==> config.mk <==
export PLATFORM = sky130hd
export DESIGN_NAME = synth_reg_loader
export DESIGN_NICKNAME = d
export VERILOG_FILES = /design/src/rtl/synth_loader_pkg.sv /design/src/rtl/loader_pin_sync.sv /design/src/rtl/loader_timing_mon.sv /design/src/rtl/loader_frame_fsm.sv /design/src/rtl/synth_reg_loader.sv
export SDC_FILE = /design/constraint.sdc
export NUM_CORES = 1
export LEC_CHECK = 0
export ABC_AREA = 1
export BUFFER_PORTS_ARGS = -buffer_cell sky130_fd_sc_hd__buf_4
export CORE_UTILIZATION = 37
export DETAILED_ROUTE_END_ITERATION = 16
export MAX_ROUTING_LAYER = met4
export PLACE_DENSITY = 0.63
export SYNTH_ARGS = -nofsm -noshare
export SYNTH_HDL_FRONTEND = slang
export SYNTH_SLANG_ARGS = --single-unit
==> constraint.sdc <==
create_clock -name clk -period 1.6 [get_ports clk]
set_input_delay 0.24 -clock clk [delete_from_list [all_inputs] [get_ports clk]]
set_output_delay 0.24 -clock clk [all_outputs]
set_load 0.02 [all_outputs]
==> src/rtl/synth_loader_pkg.sv <==
package synth_loader_pkg;

    typedef enum logic [1:0] {
        ST_IDLE  = 2'd0,
        ST_SHIFT = 2'd1,
        ST_LATCH = 2'd2
    } load_state_t;

    localparam int FAULT_CLK_WIDTH = 0;
    localparam int FAULT_SETUP     = 1;
    localparam int FAULT_HOLD      = 2;
    localparam int FAULT_LE_SPACE  = 3;
    localparam int FAULT_LE_WIDTH  = 4;
    localparam int NUM_FAULTS      = 5;

    localparam int PIN_DATA = 0;
    localparam int PIN_CLK  = 1;
    localparam int PIN_LE   = 2;
    localparam int NUM_PINS = 3;

endpackage

==> src/rtl/loader_pin_sync.sv <==
module loader_pin_sync #(
    parameter int NUM_PINS = 3
) (
    input  logic                clk,
    input  logic                rst_n,
    input  logic [NUM_PINS-1:0] pin_async,
    output logic [NUM_PINS-1:0] pin_level,
    output logic [NUM_PINS-1:0] pin_rise,
    output logic [NUM_PINS-1:0] pin_fall
);

    for (genvar g = 0; g < NUM_PINS; g++) begin : g_pin
        logic meta_q, sync_q, prev_q;

        always_ff @(posedge clk or negedge rst_n) begin
            if (!rst_n) begin
                meta_q <= 1'b0;
                sync_q <= 1'b0;
                prev_q <= 1'b0;
            end else begin
                meta_q <= pin_async[g];
                sync_q <= meta_q;
                prev_q <= sync_q;
            end
        end

        assign pin_level[g] = sync_q;
        assign pin_rise[g]  = sync_q & ~prev_q;
        assign pin_fall[g]  = ~sync_q & prev_q;
    end

endmodule

==> src/rtl/loader_timing_mon.sv <==
module loader_timing_mon
    import synth_loader_pkg::*;
#(
    parameter int CLK_PERIOD_NS = 20,
    parameter int MIN_TIME_NS   = 1000,
    localparam int MIN_CYC = (MIN_TIME_NS + CLK_PERIOD_NS - 1) / CLK_PERIOD_NS,
    localparam int AGE_W   = $clog2(MIN_CYC + 1)
) (
    input  logic                  clk,
    input  logic                  rst_n,
    input  logic                  clk_rise,
    input  logic                  clk_fall,
    input  logic                  data_edge,
    input  logic                  le_rise,
    input  logic                  le_fall,
    output logic [NUM_FAULTS-1:0] fault
);

    localparam logic [AGE_W-1:0] AGE_SAT = AGE_W'(MIN_CYC);
    localparam logic [AGE_W-1:0] AGE_LIM = AGE_W'(MIN_CYC - 1);

    logic [AGE_W-1:0] clk_age_q, rise_age_q, data_age_q, le_age_q;

    function automatic logic [AGE_W-1:0] age_next(input logic restart,
                                                  input logic [AGE_W-1:0] age);
        if (restart)             return '0;
        else if (age != AGE_SAT) return age + 1'b1;
        else                     return age;
    endfunction

    always_ff @(posedge clk or negedge rst_n) begin
        if (!rst_n) begin
            clk_age_q  <= AGE_SAT;
            rise_age_q <= AGE_SAT;
            data_age_q <= AGE_SAT;
            le_age_q   <= AGE_SAT;
            fault      <= '0;
        end else begin
            fault[FAULT_CLK_WIDTH] <= (clk_rise | clk_fall) && (clk_age_q < AGE_LIM);
            fault[FAULT_SETUP]     <= clk_rise && (data_age_q < AGE_LIM);
            fault[FAULT_HOLD]      <= data_edge && (rise_age_q < AGE_LIM);
            fault[FAULT_LE_SPACE]  <= le_rise && (rise_age_q < AGE_LIM);
            fault[FAULT_LE_WIDTH]  <= le_fall && (le_age_q < AGE_LIM);
            clk_age_q  <= age_next(clk_rise | clk_fall, clk_age_q);
            rise_age_q <= age_next(clk_rise, rise_age_q);
            data_age_q <= age_next(data_edge, data_age_q);
            le_age_q   <= age_next(le_rise, le_age_q);
        end
    end

    assert_clk_fault_cause_R8: assert property (@(posedge clk) disable iff (!rst_n)
        fault[FAULT_CLK_WIDTH] |-> $past(clk_rise | clk_fall));
    assert_setup_fault_cause_R9: assert property (@(posedge clk) disable iff (!rst_n)
        fault[FAULT_SETUP] |-> $past(clk_rise));
    assert_hold_fault_cause_R10: assert property (@(posedge clk) disable iff (!rst_n)
        fault[FAULT_HOLD] |-> $past(data_edge));
    assert_space_fault_cause_R11: assert property (@(posedge clk) disable iff (!rst_n)
        fault[FAULT_LE_SPACE] |-> $past(le_rise));
    assert_width_fault_cause_R12: assert property (@(posedge clk) disable iff (!rst_n)
        fault[FAULT_LE_WIDTH] |-> $past(le_fall));

endmodule

==> src/rtl/loader_frame_fsm.sv <==
module loader_frame_fsm
    import synth_loader_pkg::*;
#(
    parameter int WORD_BITS      = 20,
    parameter int A_BITS         = 7,
    parameter int N_BITS         = 11,
    parameter int REF_RATIO_BITS = 8,
    localparam int MODE_BITS = WORD_BITS - 1 - A_BITS - N_BITS,
    localparam int FLAG_BITS = WORD_BITS - 1 - REF_RATIO_BITS,
    localparam int CNT_W     = $clog2(WORD_BITS + 2)
) (
    input  logic                      clk,
    input  logic                      rst_n,
    input  logic                      data_lvl,
    input  logic                      clk_rise,
    input  logic                      le_rise,
    input  logic                      le_fall,
    output logic [A_BITS-1:0]         main_swallow,
    output logic [N_BITS-1:0]         main_count,
    output logic [MODE_BITS-1:0]      main_mode,
    output logic [REF_RATIO_BITS-1:0] ref_ratio,
    output logic [FLAG_BITS-1:0]      ref_flags,
    output logic                      main_upd,
    output logic                      ref_upd,
    output logic                      frame_err
);

    localparam logic [CNT_W-1:0] CNT_FULL = CNT_W'(WORD_BITS);
    localparam logic [CNT_W-1:0] CNT_OVER = CNT_W'(WORD_BITS + 1);

    load_state_t          state_q, state_d;
    logic [CNT_W-1:0]     cnt_q;
    logic [WORD_BITS-1:0] word_q;
    logic                 accepting, take_word, shift_bit;

    assign accepting = (state_q != ST_LATCH);
    assign take_word = accepting && le_rise;
    assign shift_bit = accepting && clk_rise && !le_rise;

    always_ff @(posedge clk or negedge rst_n) begin
        if (!rst_n) state_q <= ST_IDLE;
        else        state_q <= state_d;
    end

    always_comb begin
        state_d = state_q;
        unique case (state_q)
            ST_IDLE: begin
                if (le_rise)       state_d = ST_LATCH;
                else if (clk_rise) state_d = ST_SHIFT;
            end
            ST_SHIFT: begin
                if (le_rise) state_d = ST_LATCH;
            end
            ST_LATCH: begin
                if (le_fall) state_d = ST_IDLE;
            end
            default: state_d = ST_IDLE;
        endcase
    end

    always_ff @(posedge clk or negedge rst_n) begin
        if (!rst_n) begin
            cnt_q        <= '0;
            word_q       <= '0;
            main_swallow <= '0;
            main_count   <= '0;
            main_mode    <= '0;
            ref_ratio    <= '0;
            ref_flags    <= '0;
            main_upd     <= 1'b0;
            ref_upd      <= 1'b0;
            frame_err    <= 1'b0;
        end else begin
            main_upd  <= 1'b0;
            ref_upd   <= 1'b0;
            frame_err <= 1'b0;
            if (shift_bit) begin
                word_q <= {word_q[WORD_BITS-2:0], data_lvl};
                if (cnt_q != CNT_OVER) cnt_q <= cnt_q + 1'b1;
            end
            if (take_word) begin
                cnt_q <= '0;
                if (cnt_q != CNT_FULL) begin
                    frame_err <= 1'b1;
                end else if (word_q[0]) begin
                    ref_ratio <= word_q[REF_RATIO_BITS:1];
                    ref_flags <= word_q[WORD_BITS-1:REF_RATIO_BITS+1];
                    ref_upd   <= 1'b1;
                end else begin
                    main_swallow <= word_q[A_BITS:1];
                    main_count   <= word_q[A_BITS+N_BITS:A_BITS+1];
                    main_mode    <= word_q[WORD_BITS-1:A_BITS+N_BITS+1];
                    main_upd     <= 1'b1;
                end
            end else if (state_q == ST_LATCH && le_fall) begin
                cnt_q <= '0;
            end
        end
    end

    assert_one_strobe_R5: assert property (@(posedge clk) disable iff (!rst_n)
        $onehot0({main_upd, ref_upd, frame_err}));
    assert_main_pulse_R5: assert property (@(posedge clk) disable iff (!rst_n)
        main_upd |=> !main_upd);
    assert_ref_pulse_R5: assert property (@(posedge clk) disable iff (!rst_n)
        ref_upd |=> !ref_upd);
    assert_main_hold_R4: assert property (@(posedge clk) disable iff (!rst_n)
        !main_upd |-> ($stable(main_count) && $stable(main_swallow) && $stable(main_mode)));
    assert_ref_hold_R4: assert property (@(posedge clk) disable iff (!rst_n)
        !ref_upd |-> ($stable(ref_ratio) && $stable(ref_flags)));
    assert_frame_err_cause_R6: assert property (@(posedge clk) disable iff (!rst_n)
        frame_err |-> $past(le_rise));
    assert_count_bound_R1: assert property (@(posedge clk) disable iff (!rst_n)
        cnt_q <= CNT_OVER);
    assert_latch_ignores_clk_R13: assert property (@(posedge clk) disable iff (!rst_n)
        (state_q == ST_LATCH && !le_fall) |=> $stable(word_q));

endmodule

==> src/rtl/synth_reg_loader.sv <==
module synth_reg_loader
    import synth_loader_pkg::*;
#(
    parameter int CLK_PERIOD_NS  = 20,
    parameter int MIN_TIME_NS    = 1000,
    parameter int WORD_BITS      = 20,
    parameter int A_BITS         = 7,
    parameter int N_BITS         = 11,
    parameter int REF_RATIO_BITS = 8,
    localparam int MODE_BITS = WORD_BITS - 1 - A_BITS - N_BITS,
    localparam int FLAG_BITS = WORD_BITS - 1 - REF_RATIO_BITS
) (
    input  logic                      clk,
    input  logic                      rst_n,
    input  logic                      ser_data,
    input  logic                      ser_clk,
    input  logic                      ser_le,
    output logic [A_BITS-1:0]         main_swallow,
    output logic [N_BITS-1:0]         main_count,
    output logic [MODE_BITS-1:0]      main_mode,
    output logic [REF_RATIO_BITS-1:0] ref_ratio,
    output logic [FLAG_BITS-1:0]      ref_flags,
    output logic                      main_upd,
    output logic                      ref_upd,
    output logic                      frame_err,
    output logic [NUM_FAULTS-1:0]     timing_fault
);

    logic [NUM_PINS-1:0] pin_async, pin_level, pin_rise, pin_fall;

    assign pin_async[PIN_DATA] = ser_data;
    assign pin_async[PIN_CLK]  = ser_clk;
    assign pin_async[PIN_LE]   = ser_le;

    loader_pin_sync #(.NUM_PINS(NUM_PINS)) u_sync (
        .clk       (clk),
        .rst_n     (rst_n),
        .pin_async (pin_async),
        .pin_level (pin_level),
        .pin_rise  (pin_rise),
        .pin_fall  (pin_fall)
    );

    loader_timing_mon #(
        .CLK_PERIOD_NS (CLK_PERIOD_NS),
        .MIN_TIME_NS   (MIN_TIME_NS)
    ) u_timing (
        .clk       (clk),
        .rst_n     (rst_n),
        .clk_rise  (pin_rise[PIN_CLK]),
        .clk_fall  (pin_fall[PIN_CLK]),
        .data_edge (pin_rise[PIN_DATA] | pin_fall[PIN_DATA]),
        .le_rise   (pin_rise[PIN_LE]),
        .le_fall   (pin_fall[PIN_LE]),
        .fault     (timing_fault)
    );

    loader_frame_fsm #(
        .WORD_BITS      (WORD_BITS),
        .A_BITS         (A_BITS),
        .N_BITS         (N_BITS),
        .REF_RATIO_BITS (REF_RATIO_BITS)
    ) u_frame (
        .clk          (clk),
        .rst_n        (rst_n),
        .data_lvl     (pin_level[PIN_DATA]),
        .clk_rise     (pin_rise[PIN_CLK]),
        .le_rise      (pin_rise[PIN_LE]),
        .le_fall      (pin_fall[PIN_LE]),
        .main_swallow (main_swallow),
        .main_count   (main_count),
        .main_mode    (main_mode),
        .ref_ratio    (ref_ratio),
        .ref_flags    (ref_flags),
        .main_upd     (main_upd),
        .ref_upd      (ref_upd),
        .frame_err    (frame_err)
    );

endmodule

# Yosys cells after proc, flatten, opt, wreduce, memory -nomap -nowiden

Index checks and enable logic that the tools add are counted.

Order comparisons: 4
Reductions and logical operators: 21
Div/mod/pow operators: 0
Bitwise logic cells: 16
Equality and inequality tests: 12
$mul: 0
Shift-type cells: 0
$add $sub $neg: 5
Multiplexer cells: 25

Operators by type and width:

| operator              | number |
|---|---|
| $mux W6               | 8 |
| $add A6 B1 Y6 const B | 4 |
| $lt A6 B6 Y1 const B  | 4 |
| $ne A6 B6 Y1 const B  | 4 |
| $mux W5               | 4 |
| $ne A5 B5 Y1 const B  | 2 |
| $logic_and A1 B1 Y1   | 9 |
| $reduce_and A3 Y1     | 3 |
| $mux W1               | 8 |
| $mux W2               | 4 |
| $not A1 Y1            | 8 |
| $reduce_bool A2 Y1    | 4 |
| $and A1 B1 Y1         | 6 |
| $pmux W2 S3           | 1 |
| $reduce_bool A3 Y1    | 2 |
| $add A5 B1 Y5 const B | 1 |
| $ne A2 B1 Y1 const B  | 2 |
| $ne A3 B1 Y1 const B  | 1 |
| $eq A2 B1 Y1 const B  | 1 |
| $eq A2 B2 Y1 const B  | 1 |
| $logic_not A2 Y1      | 1 |
| $ne A2 B2 Y1 const B  | 1 |
| $or A1 B1 Y1          | 2 |
| $reduce_and A2 Y1     | 1 |
| $logic_not A1 Y1      | 1 |

Register bits: 106
Memory bits (writable): 0
Memories kept: 0
Bits in read-only memories: 0
Bits of input ports: 5
Word-level logic and storage cells: 108
Output and inout bits: 46
Bits in latches: 0

# Logic depth before layout (Yosys ltp)

Depth after elaboration: 7
Gate-level depth with buffers: 10
Mapped depth without buffers: 8

# Cells and area by module

A second synthesis with hierarchy kept.

Cell total of the unflattened synthesis: 524
Area total of the unflattened synthesis: 4626.9 um^2

Modules (own cells, without submodules):

| module            | sequential area each (um^2) | instances | cells an instance | area an instance (um^2) |
|---|---|---|---|---|
| loader_frame_fsm  | 1701.6                      | 1         | 310               | 2761.4 |
| loader_timing_mon | 740.7                       | 1         | 187               | 1561.5 |
| loader_pin_sync   | 225.2                       | 1         | 24                | 292.8 |
| synth_reg_loader  | 0.0                         | 1         | 3                 | 11.3 |

# Worst setup path before layout

No wires, ideal clock.

Path kind: reg-to-reg
Start point: register u_frame.cnt_q[0]
End point: register u_frame.ref_flags[0]
Library setup time: 0.121 ns
Arrival: 1.319 ns
Cell stages (with the launch flop): 10
Setup slack: 0.160 ns
Cells stage by stage: dfrtp_1 -> inv_1 -> ha_1 -> nand4_4 -> nor2_4 -> nand2_2 -> buf_6 -> buf_8 -> nand2_1 -> o21ai_1

Longest elaborated chain between the ends: 3

Ends and longest elaborated chain:

| what                               | RTL line               | source |
|---|---|---|
| start: declaration                 | loader_frame_fsm.sv:32 | `logic [CNT_W-1:0] cnt_q;` |
| start signal: assignment           | loader_frame_fsm.sv:80 | `if (cnt_q != CNT_OVER) cnt_q <= cnt_q + 1'b1;` |
| $ne A5 B5 Y1                       | loader_frame_fsm.sv:84 | `if (cnt_q != CNT_FULL) begin` |
| $not A1 Y1 (no source line)        | --                     |  |
| $reduce_and A3 Y1 (no source line) | --                     |  |
| end signal: assignment             | loader_frame_fsm.sv:88 | `ref_flags <= word_q[WORD_BITS-1:REF_RATIO_BITS+1];` |
| end: declaration                   | loader_frame_fsm.sv:22 | `output logic [FLAG_BITS-1:0] ref_flags,` |

Every way passes these cells.
A chain may end at the register's enable or synchronous reset.

# Worst setup path after layout

Start point: register u_frame.cnt_q[0]
End point: register u_frame.ref_ratio[0]

Longest elaborated chain between the ends: 3

Ends and longest elaborated chain:

| what                               | RTL line               | source |
|---|---|---|
| $ne A5 B5 Y1                       | loader_frame_fsm.sv:84 |  |
| $not A1 Y1 (no source line)        | --                     |  |
| $reduce_and A3 Y1 (no source line) | --                     |  |
| end signal: assignment             | loader_frame_fsm.sv:87 | `ref_ratio <= word_q[REF_RATIO_BITS:1];` |
| end: declaration                   | loader_frame_fsm.sv:21 | `output logic [REF_RATIO_BITS-1:0] ref_ratio,` |

Every way passes these cells.

==> flow_metrics.py <==
metrics = {
    "outcome": {
        "status": "finished with violations",
        "violations": "DRC",
    },
    "detailed_routing": {
        "drt_first_pass_iters": 10,
        "final_antenna_net_count": 0,
        "via_count": 3170,
        "vias_per_cell": 4.74,
        "drcViolationCount": 4,
        "wl_um": 8000,
        "wl_per_cell_um": 12.0,
        "dr.first_iter.drc_count": 173,
    },
    "floorplan": {
        "die_x_um": 112,
        "initial_core_util": 0.384,
        "core_area_mm2": 0.0116,
        "rows": 39,
        "dieHeight_um": 112,
        "ioPinCount": 51,
        "die_area_mm2": 0.0125,
    },
    "timing": {
        "final.min_clock_period_ns": 1.48,
        "setup_tns_ns": 0,
        "tightest_slew_ns": 0.462,
        "hold_violations": 0,
        "finalMaxSlewViolations": 0,
        "max_slew_margin": 0.690,
        "setup_viol": 0,
        "skew_ns": 0.00919,
        "period_share": 0.922,
        "max_freq_mhz": 678,
        "rsz0062_at_grt": "no",
    },
    "placement": {
        "gp_congestion": 0.797,
        "hpwl_um": 5600,
        "io_buffer_count": 50,
        "post_dp_cell_area_mm2": 0.00500,
    },
    "finish": {
        "diodes": 0,
        "fin_nets": 543,
        "drive_above_1_share": 0.196,
        "area_delta_synth_final_pct": 20.6,
        "design_area_mm2": 0.00536,
    },
    "global_route": {
        "antenna_found_initial": 0,
        "use_met3": 0.0229,
        "grt_busiest_layer": "met2",
        "grt_max_degree": 40,
        "use_met1": 0.186,
        "grt_overflow_total": 0,
        "grt_usage": 0.145,
        "grt_pass1_wl_um": 14100,
        "grt_pass1_vias": 3091,
        "grt_use_met2": 0.226,
    },
    "synthesis": {
        "synth_top_area_cell": "dfrtp_1",
        "async_reset_ff_frac": 1.00,
        "synthFlopType": "dfrtp_1",
        "postSynthAreaPerCell_um2": 9.62,
        "synth_cells": 462,
        "seq_area_frac_synth": 0.600,
        "synth_nets": 483,
        "syn_area_mm2": 0.00444,
        "ys_seq_elements": 106,
        "synth_top_area_frac": 0.529,
        "synth_area_leaders": "dfrtp_1 (53%), nand2_1 (8.4%), dfstp_2 (7.1%), inv_1 (5.0%), o21ai_0 (4.6%)",
        "synth_cell_types": 31,
        "synth_edf_count": 0,
        "ys.warnings.count": 0,
    },
    "setup_path": {
        "reg2reg_depth": 8,
        "crit_buf_inv": 2,
        "worst-path-stages": 8,
        "max_stage_delay_ns": 0.45,
        "worstPathArrival_ns": 1.69,
        "critical-path-top-delay-family": "flip-flops",
        "cp_cell_sequence": "inv_1, ha_2, nand4_4, nor2_4, nand2_2, buf_12, nand2_1, o21ai_0",
        "crit_fanout": 39,
        "criticalPathCategory": "reg -> reg",
        "worst_setup_path_end_kind": "register",
        "required_ns": 1.82,
        "cp-start-kind": "register",
        "critPathSlowestCell": "dfrtp_2",
    },
    "worst_hold_path": {
        "hold_path_class": "in -> reg",
        "min_path_cells": 1,
    },
    "clocking": {
        "cts_root_buffer": "clkbuf_16",
        "clkSlewWorstSetupHoldPaths_ns": 0.07,
        "clockBufferDepth": 2,
        "cts_tree": "done",
        "clock_sinks": 106,
        "worstSkewPairLatency_ns": 0.34,
        "h-tree-depth": 3,
        "cts_made_buffers": 9,
    },
    "pwr": {
        "max-vdd-ir-drop_uv": 453,
        "power_density_mw_per_mm2": 1160,
        "p_leak_nw": 2.59,
    },
    "flow_run": {
        "cap_viol_max_count": 0,
    },
}
## area by class of cell
class	count	area, µm²
multi-input combinational	282	1450
clock inverter	6	76.3
inverter	61	231
tap	143	179
sequential	106	2670
fill	1087	6210
timing repair buffer	62	523
clock buffer	9	225
## registers in the layout, summed over array words and instances (netlist names), 5 cells and up
name and cells:
u_timing.le_age_q 6, u_timing.fault 5, u_timing.rise_age_q 6, u_frame.main_swallow 7, u_frame.main_count 11, u_frame.word_q 20
u_timing.data_age_q 6, u_timing.clk_age_q 6, u_frame.ref_ratio 8, u_frame.ref_flags 11, u_frame.cnt_q 5
## layer usage
layer / share of wire / up-vias
li1: - / 1601
met1: 0.49 / 1513
met2: 0.46 / 43
met3: 0.026 / 13
met4: 0.020 / 0
met5: 0 / -
## cell usage after synthesis, types with 2 or more instances
cell type and instances:
a21oi_1 19, buf_2 3, buf_4 2, buf_6 3, clkbuf_1 2, clkbuf_2 2
dfrtp_1 94, dfstp_2 12, ha_1 16, inv_1 59, nand2_1 99, nand2_2 4
nand2_4 2, nand3_1 20, nand4_1 7, nor2_1 27, nor3_1 3, o21ai_0 41
o21ai_1 30, o31ai_1 2, or2_2 4, xnor2_1 2
## through the flow
stage / hold slack [ns] / power (W) / util / setup WS [ns] / instances
final: 0.0123 / 0.00620 / 0.463 / 0.125 / 669
after global routing: 0.000663 / 0.00657 / 0.463 / 0.00953 / 669
after CTS: 0.00637 / 0.00625 / 0.461 / 0.0885 / 667
after detailed placement: 0.198 / 0.00402 / 0.433 / 0.105 / 649
after global placement: 0.192 / 0.00397 / 0.433 / 0.168 / 649
after floorplan: -0.0556 / 0.00375 / - / 0.160 / 462
## logic make-up (layout without fill, tap and decap cells)
logic type,after synthesis,after routing,share of synthesized area
fa+ha+maj,16,16,0.0450
xor+xnor,2,2,0.00394
flops,106,106,0.600
buf+inv,74,138,0.0738
compound gates,94,94,0.108
simple gates,170,170,0.169
## worst paths after layout
check	from	slack (ns)	end
setup reg to reg	u_frame.cnt_q[0]$_DFFE_PN0P_	0.12	u_frame.ref_ratio[0]$_DFFE_PN0P_
hold / removal	ser_le	0.01	u_sync.g_pin[2].meta_q$_DFF_PN0_
setup / recovery	u_frame.cnt_q[0]$_DFFE_PN0P_	0.12	u_frame.ref_ratio[0]$_DFFE_PN0P_
max in group asynchronous	rst_n	0.60	u_timing.le_age_q[4]$_DFFE_PN1P_
hold reg to reg	u_sync.g_pin[1].meta_q$_DFF_PN0_	0.35	u_sync.g_pin[1].sync_q$_DFF_PN0_
min in group asynchronous	rst_n	0.40	u_frame.main_swallow[1]$_DFFE_PN0P_
## placed cells by master, fill, tap and decap left out, types with 2 or more instances in the layout
master	n
o21ai_1	30
clkbuf_16	9
nor2_1	27
dfrtp_1	93
nand2_2	4
buf_12	4
nand2_1	99
inv_1	59
ha_2	2
xnor2_1	2
nand3_1	20
nand4_1	7
o21ai_0	41
nand2_4	2
ha_1	14
dlygate4sd3_1	3
clkinv_4	3
o31ai_1	2
a21oi_1	19
dfstp_2	12
or2_2	4
nor3_1	3
buf_4	55
## repair_timing
item                                    in CTS  in global routing
gates resized for setup                      0                  3
hold buffers                                 3                  0
endpoints found under the setup margin       0                 24
buffers inserted                             0                  2
endpoints found under the hold margin       27                  0
## report_power, final
group	switching, W	leakage [nW]	internal [W]
combinational	0.000508	1.06	0.000310
clock	0.000979	0.148	0.00123
sequential	0.000208	1.39	0.00296
total	0.00170	2.59	0.00450
No activity file was read; power rests on OpenSTA's default activity.
